## src/rtl/uart_rx_pkg.sv

```systemverilog
package uart_rx_pkg;

    localparam int OVERSAMPLE = 16;
    localparam int PHW        = $clog2(OVERSAMPLE);
    localparam int WORD_MAX   = 9;
    localparam int IDXW       = $clog2(WORD_MAX);
    localparam int WIN_LEN    = 13;

    // sample phases (0-based) used by the voter; 8th, 9th, 10th sample
    localparam logic [PHW-1:0] PH_VOTE_A = PHW'(7);
    localparam logic [PHW-1:0] PH_VOTE_B = PHW'(8);
    localparam logic [PHW-1:0] PH_VOTE_C = PHW'(9);
    localparam logic [PHW-1:0] PH_LAST   = PHW'(OVERSAMPLE - 1);
    // phase of the sample that follows a matched start window
    localparam logic [PHW-1:0] PH_AFTER_START = PHW'(10);

    // window bit 12 is oldest; ones in the mask are compared
    localparam logic [WIN_LEN-1:0] START_MASK = 13'b1111010101111;
    localparam logic [WIN_LEN-1:0] START_VAL  = 13'b1110000000000;

    typedef enum logic [1:0] {
        RX_IDLE,
        RX_START,
        RX_DATA,
        RX_STOP
    } rx_state_e;

    typedef struct packed {
        logic [WORD_MAX-1:0] word;
        logic                noise;
        logic                frame_err;
        logic                par_err;
    } rx_result_t;

    function automatic logic maj3(input logic a, input logic b, input logic c);
        return (a & b) | (a & c) | (b & c);
    endfunction

    function automatic logic split3(input logic a, input logic b, input logic c);
        return (a ^ b) | (b ^ c);
    endfunction

    function automatic logic start_match(input logic [WIN_LEN-1:0] w);
        return (w & START_MASK) == START_VAL;
    endfunction

endpackage

```

## src/rtl/rx_line_sync.sv

```systemverilog
module rx_line_sync #(
    parameter int STAGES = 2
) (
    input  logic clk,
    input  logic rst,
    input  logic d,
    output logic q
);
    logic [STAGES-1:0] chain;

    always_ff @(posedge clk) begin
        if (rst) chain <= '1;
        else     chain <= {chain[STAGES-2:0], d};
    end

    assign q = chain[STAGES-1];
endmodule

```

## src/rtl/rx_bit_engine.sv

```systemverilog
module rx_bit_engine
    import uart_rx_pkg::*;
(
    input  logic       clk,
    input  logic       rst,
    input  logic       tick,
    input  logic       line,
    input  logic       enable,
    input  logic       nine_bit,
    input  logic       par_en,
    input  logic       par_odd,
    output logic       done,
    output rx_result_t res
);
    rx_state_e            state;
    logic [WIN_LEN-1:0]   win;
    logic [WIN_LEN-1:0]   win_next;
    logic [PHW-1:0]       ph;
    logic [IDXW-1:0]      idx;
    logic [WORD_MAX-1:0]  shreg;
    logic                 smp_a, smp_b;
    logic                 noise_acc;
    logic [IDXW-1:0]      last_idx;
    logic                 vote;

    assign win_next = {win[WIN_LEN-2:0], line};
    assign last_idx = nine_bit ? IDXW'(WORD_MAX - 1) : IDXW'(WORD_MAX - 2);
    assign vote     = maj3(smp_a, smp_b, line);

    always_ff @(posedge clk) begin
        if (rst) begin
            state     <= RX_IDLE;
            win       <= '0;
            ph        <= '0;
            idx       <= '0;
            shreg     <= '0;
            smp_a     <= 1'b0;
            smp_b     <= 1'b0;
            noise_acc <= 1'b0;
        end else if (!enable) begin
            state <= RX_IDLE;
            win   <= '0;
        end else if (tick) begin
            win <= win_next;
            ph  <= ph + 1'b1;
            if (state == RX_DATA || state == RX_STOP) begin
                if (ph == PH_VOTE_A) smp_a <= line;
                if (ph == PH_VOTE_B) smp_b <= line;
            end
            case (state)
                RX_IDLE: begin
                    if (start_match(win_next)) begin
                        state     <= RX_START;
                        ph        <= PH_AFTER_START;
                        idx       <= '0;
                        shreg     <= '0;
                        noise_acc <= 1'b0;
                    end
                end
                RX_START: begin
                    if (ph == PH_LAST) state <= RX_DATA;
                end
                RX_DATA: begin
                    if (ph == PH_VOTE_C) begin
                        shreg[idx] <= vote;
                        if (split3(smp_a, smp_b, line)) noise_acc <= 1'b1;
                    end
                    if (ph == PH_LAST) begin
                        if (idx == last_idx) state <= RX_STOP;
                        else                 idx   <= idx + 1'b1;
                    end
                end
                RX_STOP: begin
                    if (ph == PH_VOTE_C) begin
                        state <= RX_IDLE;
                        win   <= '0;
                    end
                end
                default: state <= RX_IDLE;
            endcase
        end
    end

    assign done          = enable & tick & (state == RX_STOP) & (ph == PH_VOTE_C);
    assign res.word      = shreg;
    assign res.noise     = noise_acc | split3(smp_a, smp_b, line);
    assign res.frame_err = ~vote;
    assign res.par_err   = par_en & ((^shreg) ^ par_odd);
endmodule

```

## src/rtl/rx_hold_reg.sv

```systemverilog
module rx_hold_reg
    import uart_rx_pkg::*;
(
    input  logic                clk,
    input  logic                rst,
    input  logic                done,
    input  rx_result_t          res,
    input  logic                rd,
    input  logic                clr,
    input  logic                rts_en,
    output logic [WORD_MAX-1:0] data,
    output logic                full,
    output logic                f_noise,
    output logic                f_frame,
    output logic                f_parity,
    output logic                f_overrun,
    output logic                rts_n
);
    always_ff @(posedge clk) begin
        if (rst) begin
            data      <= '0;
            full      <= 1'b0;
            f_noise   <= 1'b0;
            f_frame   <= 1'b0;
            f_parity  <= 1'b0;
            f_overrun <= 1'b0;
        end else begin
            if (rd) full <= 1'b0;
            if (clr) begin
                f_noise   <= 1'b0;
                f_frame   <= 1'b0;
                f_parity  <= 1'b0;
                f_overrun <= 1'b0;
            end
            if (done) begin
                if (full) begin
                    f_overrun <= 1'b1;
                end else begin
                    data <= res.word;
                    full <= 1'b1;
                    if (res.noise)     f_noise  <= 1'b1;
                    if (res.frame_err) f_frame  <= 1'b1;
                    if (res.par_err)   f_parity <= 1'b1;
                end
            end
        end
    end

    assign rts_n = rts_en & full;
endmodule

```

## src/rtl/uart_os_rx.sv

```systemverilog
module uart_os_rx
    import uart_rx_pkg::*;
#(
    parameter int SYNC_STAGES = 2
) (
    input  logic                clk,
    input  logic                rst,
    input  logic                sample_en,
    input  logic                rx_in,
    input  logic                rx_enable,
    input  logic                cfg_nine_bit,
    input  logic                cfg_par_en,
    input  logic                cfg_par_odd,
    input  logic                cfg_rts_en,
    input  logic                rd_strobe,
    input  logic                clr_strobe,
    output logic [WORD_MAX-1:0] rx_data,
    output logic                rxne,
    output logic                err_noise,
    output logic                err_frame,
    output logic                err_parity,
    output logic                err_overrun,
    output logic                rts_n
);
    logic       line_s;
    logic       frame_done;
    rx_result_t frame_res;

    rx_line_sync #(.STAGES(SYNC_STAGES)) u_sync (
        .clk (clk),
        .rst (rst),
        .d   (rx_in),
        .q   (line_s)
    );

    rx_bit_engine u_eng (
        .clk      (clk),
        .rst      (rst),
        .tick     (sample_en),
        .line     (line_s),
        .enable   (rx_enable),
        .nine_bit (cfg_nine_bit),
        .par_en   (cfg_par_en),
        .par_odd  (cfg_par_odd),
        .done     (frame_done),
        .res      (frame_res)
    );

    rx_hold_reg u_hold (
        .clk       (clk),
        .rst       (rst),
        .done      (frame_done),
        .res       (frame_res),
        .rd        (rd_strobe),
        .clr       (clr_strobe),
        .rts_en    (cfg_rts_en),
        .data      (rx_data),
        .full      (rxne),
        .f_noise   (err_noise),
        .f_frame   (err_frame),
        .f_parity  (err_parity),
        .f_overrun (err_overrun),
        .rts_n     (rts_n)
    );
endmodule

```

## config.mk

```make
export PLATFORM = sky130hd
export DESIGN_NAME = uart_os_rx
export DESIGN_NICKNAME = d
export VERILOG_FILES = /design/src/rtl/uart_rx_pkg.sv /design/src/rtl/rx_line_sync.sv /design/src/rtl/rx_bit_engine.sv /design/src/rtl/rx_hold_reg.sv /design/src/rtl/uart_os_rx.sv
export SDC_FILE = /design/constraint.sdc
export NUM_CORES = 1
export LEC_CHECK = 0
export BUFFER_PORTS_ARGS = -buffer_cell sky130_fd_sc_hd__buf_2
export CORE_MARGIN = 2
export CORE_UTILIZATION = 36
export DETAILED_ROUTE_END_ITERATION = 10
export SYNTH_ARGS = -nofsm -noshare
export SYNTH_HDL_FRONTEND = slang
export SYNTH_SLANG_ARGS = --single-unit
```

## constraint.sdc

```tcl
create_clock -name clk -period 3.9 [get_ports clk]
set_clock_uncertainty 0.2 [all_clocks]
set_input_delay 0.975 -clock clk [delete_from_list [all_inputs] [get_ports clk]]
set_output_delay 0.975 -clock clk [all_outputs]
set_load 0.01 [all_outputs]
```

==> flow_summary.json <==
{
  "status": "finished clean",
  "holdPathStages": 1,
  "swShare_pct": 21.8,
  "crit_path_max_fanout": 1,
  "reg2reg_from": "u_eng.state[0]",
  "power.density_nw_per_um2": 328,
  "place_hpwl_microns": 3720,
  "grtUsageMet3_pct": 3.60,
  "antenna_left": 0,
  "vias_per_cell": 5.26,
  "cts_resized": 0,
  "syn_nets": 311,
  "syn_avg_cell_area_sq_um": 8.67,
  "fill_cells": 691,
  "drive_gt1_share_pct": 15.8,
  "clock_sinks": 50,
  "synth_top_area_cell": "dfxtp_1",
  "core_sq_um": 6760,
  "nNetsFinal": 334,
  "synth.cell_area_sq_um": 2490,
  "final_cell_mix": "dfxtp_1 (50), a21oi_1 (40), nand2_1 (38)",
  "ys_ff_latch": 50,
  "period_minus_slack_ps": 2510,
  "p_seq_share_pct": 56.4,
  "clk_latency_ps": 300,
  "syn2layout_area_growth_pct": 12.1,
  "clock_power_share_pct": 39.7,
  "setup_violations": 0,
  "numCtsBuffers": 5,
  "clk_pin_slew_ps": 90,
  "num_vias": 2057,
  "cp-start-kind": "input port",
  "ys_types": 55,
  "grt-busiest-layer": "met2",
  "grt_pass1_vias": 1855,
  "critPathKind": "in2out",
  "ys_async_sr_fraction_pct": 0,
  "rr_endpoint": "u_eng.shreg[8]",
  "leakage_nw": 1.09,
  "clockRootBuffer": "clkbuf_8",
  "die_w_microns": 87.1,
  "first_pass_iters": 5,
  "synth_edf_count": 0,
  "cts_hold_buf": 0,
  "portBuffers": 25,
  "hold_path_class": "reg2reg",
  "hold_viol_final": 0,
  "min_from": "u_sync.chain[0]",
  "cts_buffer_depth": 2,
  "gp_congestion": 0.854,
  "postSynthCellCount": 287,
  "rsz0062_at_grt": "no",
  "hold_slack_ps": 215,
  "synth_top_area_share_pct": 40.2,
  "synthMuxAreaShare_pct": 0.804,
  "initial_core_util_pct": 36.8,
  "diodes": 0,
  "worstPathRequired_ps": 2720,
  "fin_crit_sh_pct": 64.3,
  "cts_tree": "yes",
  "use_met2_pct": 21.7,
  "wire_per_inst_microns": 13.3,
  "crit_path_end_kind": "output pin",
  "relSlewSlack_pct": 59.6,
  "ir_drop_v": 0.000135,
  "whs_endpoint": "u_sync.chain[1]",
  "tightest_slew_ps": 603,
  "synthTopCellsByArea": "dfxtp_1 (40%), a21oi_1 (8.0%), ha_1 (6.5%), nand2_1 (5.7%), nor2_1 (3.2%)",
  "antenna_found_initial": 0,
  "grt_use_met1_pct": 20.5,
  "drv_slew": 0,
  "synth_top_family_by_area": "simple AND/OR/NAND/NOR gates",
  "num_rows": 30,
  "fp.dieArea_sq_um": 7590,
  "die_height_microns": 87.1,
  "synthSimpleGateAreaFrac_pct": 22.9,
  "drt_iter0_drc": 147,
  "io_pins": 26,
  "fmax_mhz": 399,
  "r2r_cells": 6,
  "final_common_cell": "dfxtp_1",
  "rrSetupSlack_ps": 1480,
  "synth_compound_area_share_pct": 21.5,
  "grt_overflow": 0,
  "synthXorXnorAreaFrac_pct": 4.42,
  "yosys_warnings": 0,
  "grt_usage_pct": 14.5,
  "intPower_mw": 0.717,
  "fin_setup_tns_ps": 0,
  "cp.arrival_ps": 1330,
  "drcViolationCount": 0,
  "synthAdderAreaFrac_pct": 6.54,
  "p_switching_mw": 0.199,
  "cts.htree.levels": 2,
  "drv_cap": 0,
  "routed_wl_microns": 5220,
  "grt_first_pass_wirelength_microns": 8810,
  "ys.flop_type": "dfxtp_1",
  "grt_max_degree": 28,
  "postCtsSetupRepairBufs": 0,
  "pwr-share-comb_pct": 3.9,
  "synth-seq-area-share_pct": 40.2
}
-- registers in the layout (all words and copies together) (netlist names), 2 cells and up --
signal / cells
u_eng.shreg: 9
u_hold.data: 9
u_eng.win: 12
u_eng.idx: 4
u_eng.ph: 4
u_sync.chain: 2
u_eng.state: 2
-- worst max-delay path by stage --
| stage | from | end | slack (ps) | cells after the start |
|---|---|---|---|---|
| after floorplan | rst | u_eng.shreg[8] | 1520 | 5 |
| after global placement | rst | u_eng.shreg[8] | 1160 | 5 |
| after detailed placement | rst | u_eng.shreg[8] | 1110 | 5 |
| after CTS | cfg_rts_en | rts_n | 1390 | 3 |
| after global routing | rst | u_eng.shreg[1] | 1280 | 6 |
| final | cfg_rts_en | rts_n | 1390 | 3 |
-- routing by layer --
| layer | vias up | share of wire (%) |
|---|---|---|
| met5 | - | 0 |
| met1 | 942 | 52 |
| met4 | 0 | 1.5 |
| li1 | 1055 | - |
| met2 | 52 | 42 |
| met3 | 8 | 4.4 |
-- critical path, stage by stage --
cell and delay (ps):
buf_2 90, and2_1 140, buf_2 130
-- area by class of cell --
type | count | area (sq um) | share of cell area [%]
Multi-Input combinational cell | 214 | 1400 | 50.1
Sequential cell | 50 | 1000 | 35.9
Timing Repair Buffer | 26 | 133 | 4.75
Tap cell | 80 | 100 | 3.59
Clock buffer | 6 | 72.6 | 2.60
Inverter | 13 | 48.8 | 1.75
Clock inverter | 2 | 37.5 | 1.35
-- cell usage after synthesis (2+ instances only) --
cell type / count
dfxtp_1: 50
a21oi_1: 40
nand2_1: 38
nor2_1: 21
ha_1: 13
inv_1: 11
nor2b_1: 11
nand3_1: 10
xnor2_1: 8
clkbuf_1: 7
o21ai_1: 6
o21ai_0: 5
nand4_1: 4
nor3_1: 4
a31o_1: 3
and2_1: 3
buf_2: 3
o31ai_1: 3
a41oi_1: 2
and2b_1: 2
inv_2: 2
mux2i_1: 2
nor2_4: 2
o211ai_1: 2
o311a_1: 2
o32ai_1: 2
or2_2: 2
xor2_1: 2
-- power by group through the flow --
stage          clock network (mW)  logic [mW]  registers, mW
4_1_cts                     0.377      0.0365          0.516
5_1_grt                     0.399      0.0401          0.517
3_5_place_dp                    0      0.0363          0.528
6_report                    0.364      0.0360          0.517
3_3_place_gp                    0      0.0355          0.528
2_1_floorplan                   0      0.0251          0.527
-- cells by family after synthesis --
group	after synthesis
muxes	2
AOI/OAI and AO/OA	80
xor gates and xnor gates	11
DFF	50
adders and majority gates	13
and+or+nand+nor	108
buffers and inverters	23
-- through the flow --
stage / setup WS (ps) / instance area (sq um) / instances / total power [mW] / utilization, %
after floorplan: 1520 / 2490 / 287 / 0.552 / -
after global routing: 1280 / 2790 / 391 / 0.956 / 41.3
after detailed placement: 1110 / 2680 / 383 / 0.565 / 39.7
after global placement: 1160 / 2680 / 383 / 0.564 / 39.7
final: 1390 / 2790 / 391 / 0.916 / 41.3
after CTS: 1390 / 2790 / 391 / 0.930 / 41.3
Note: power is estimated with default switching activity, not from simulation.
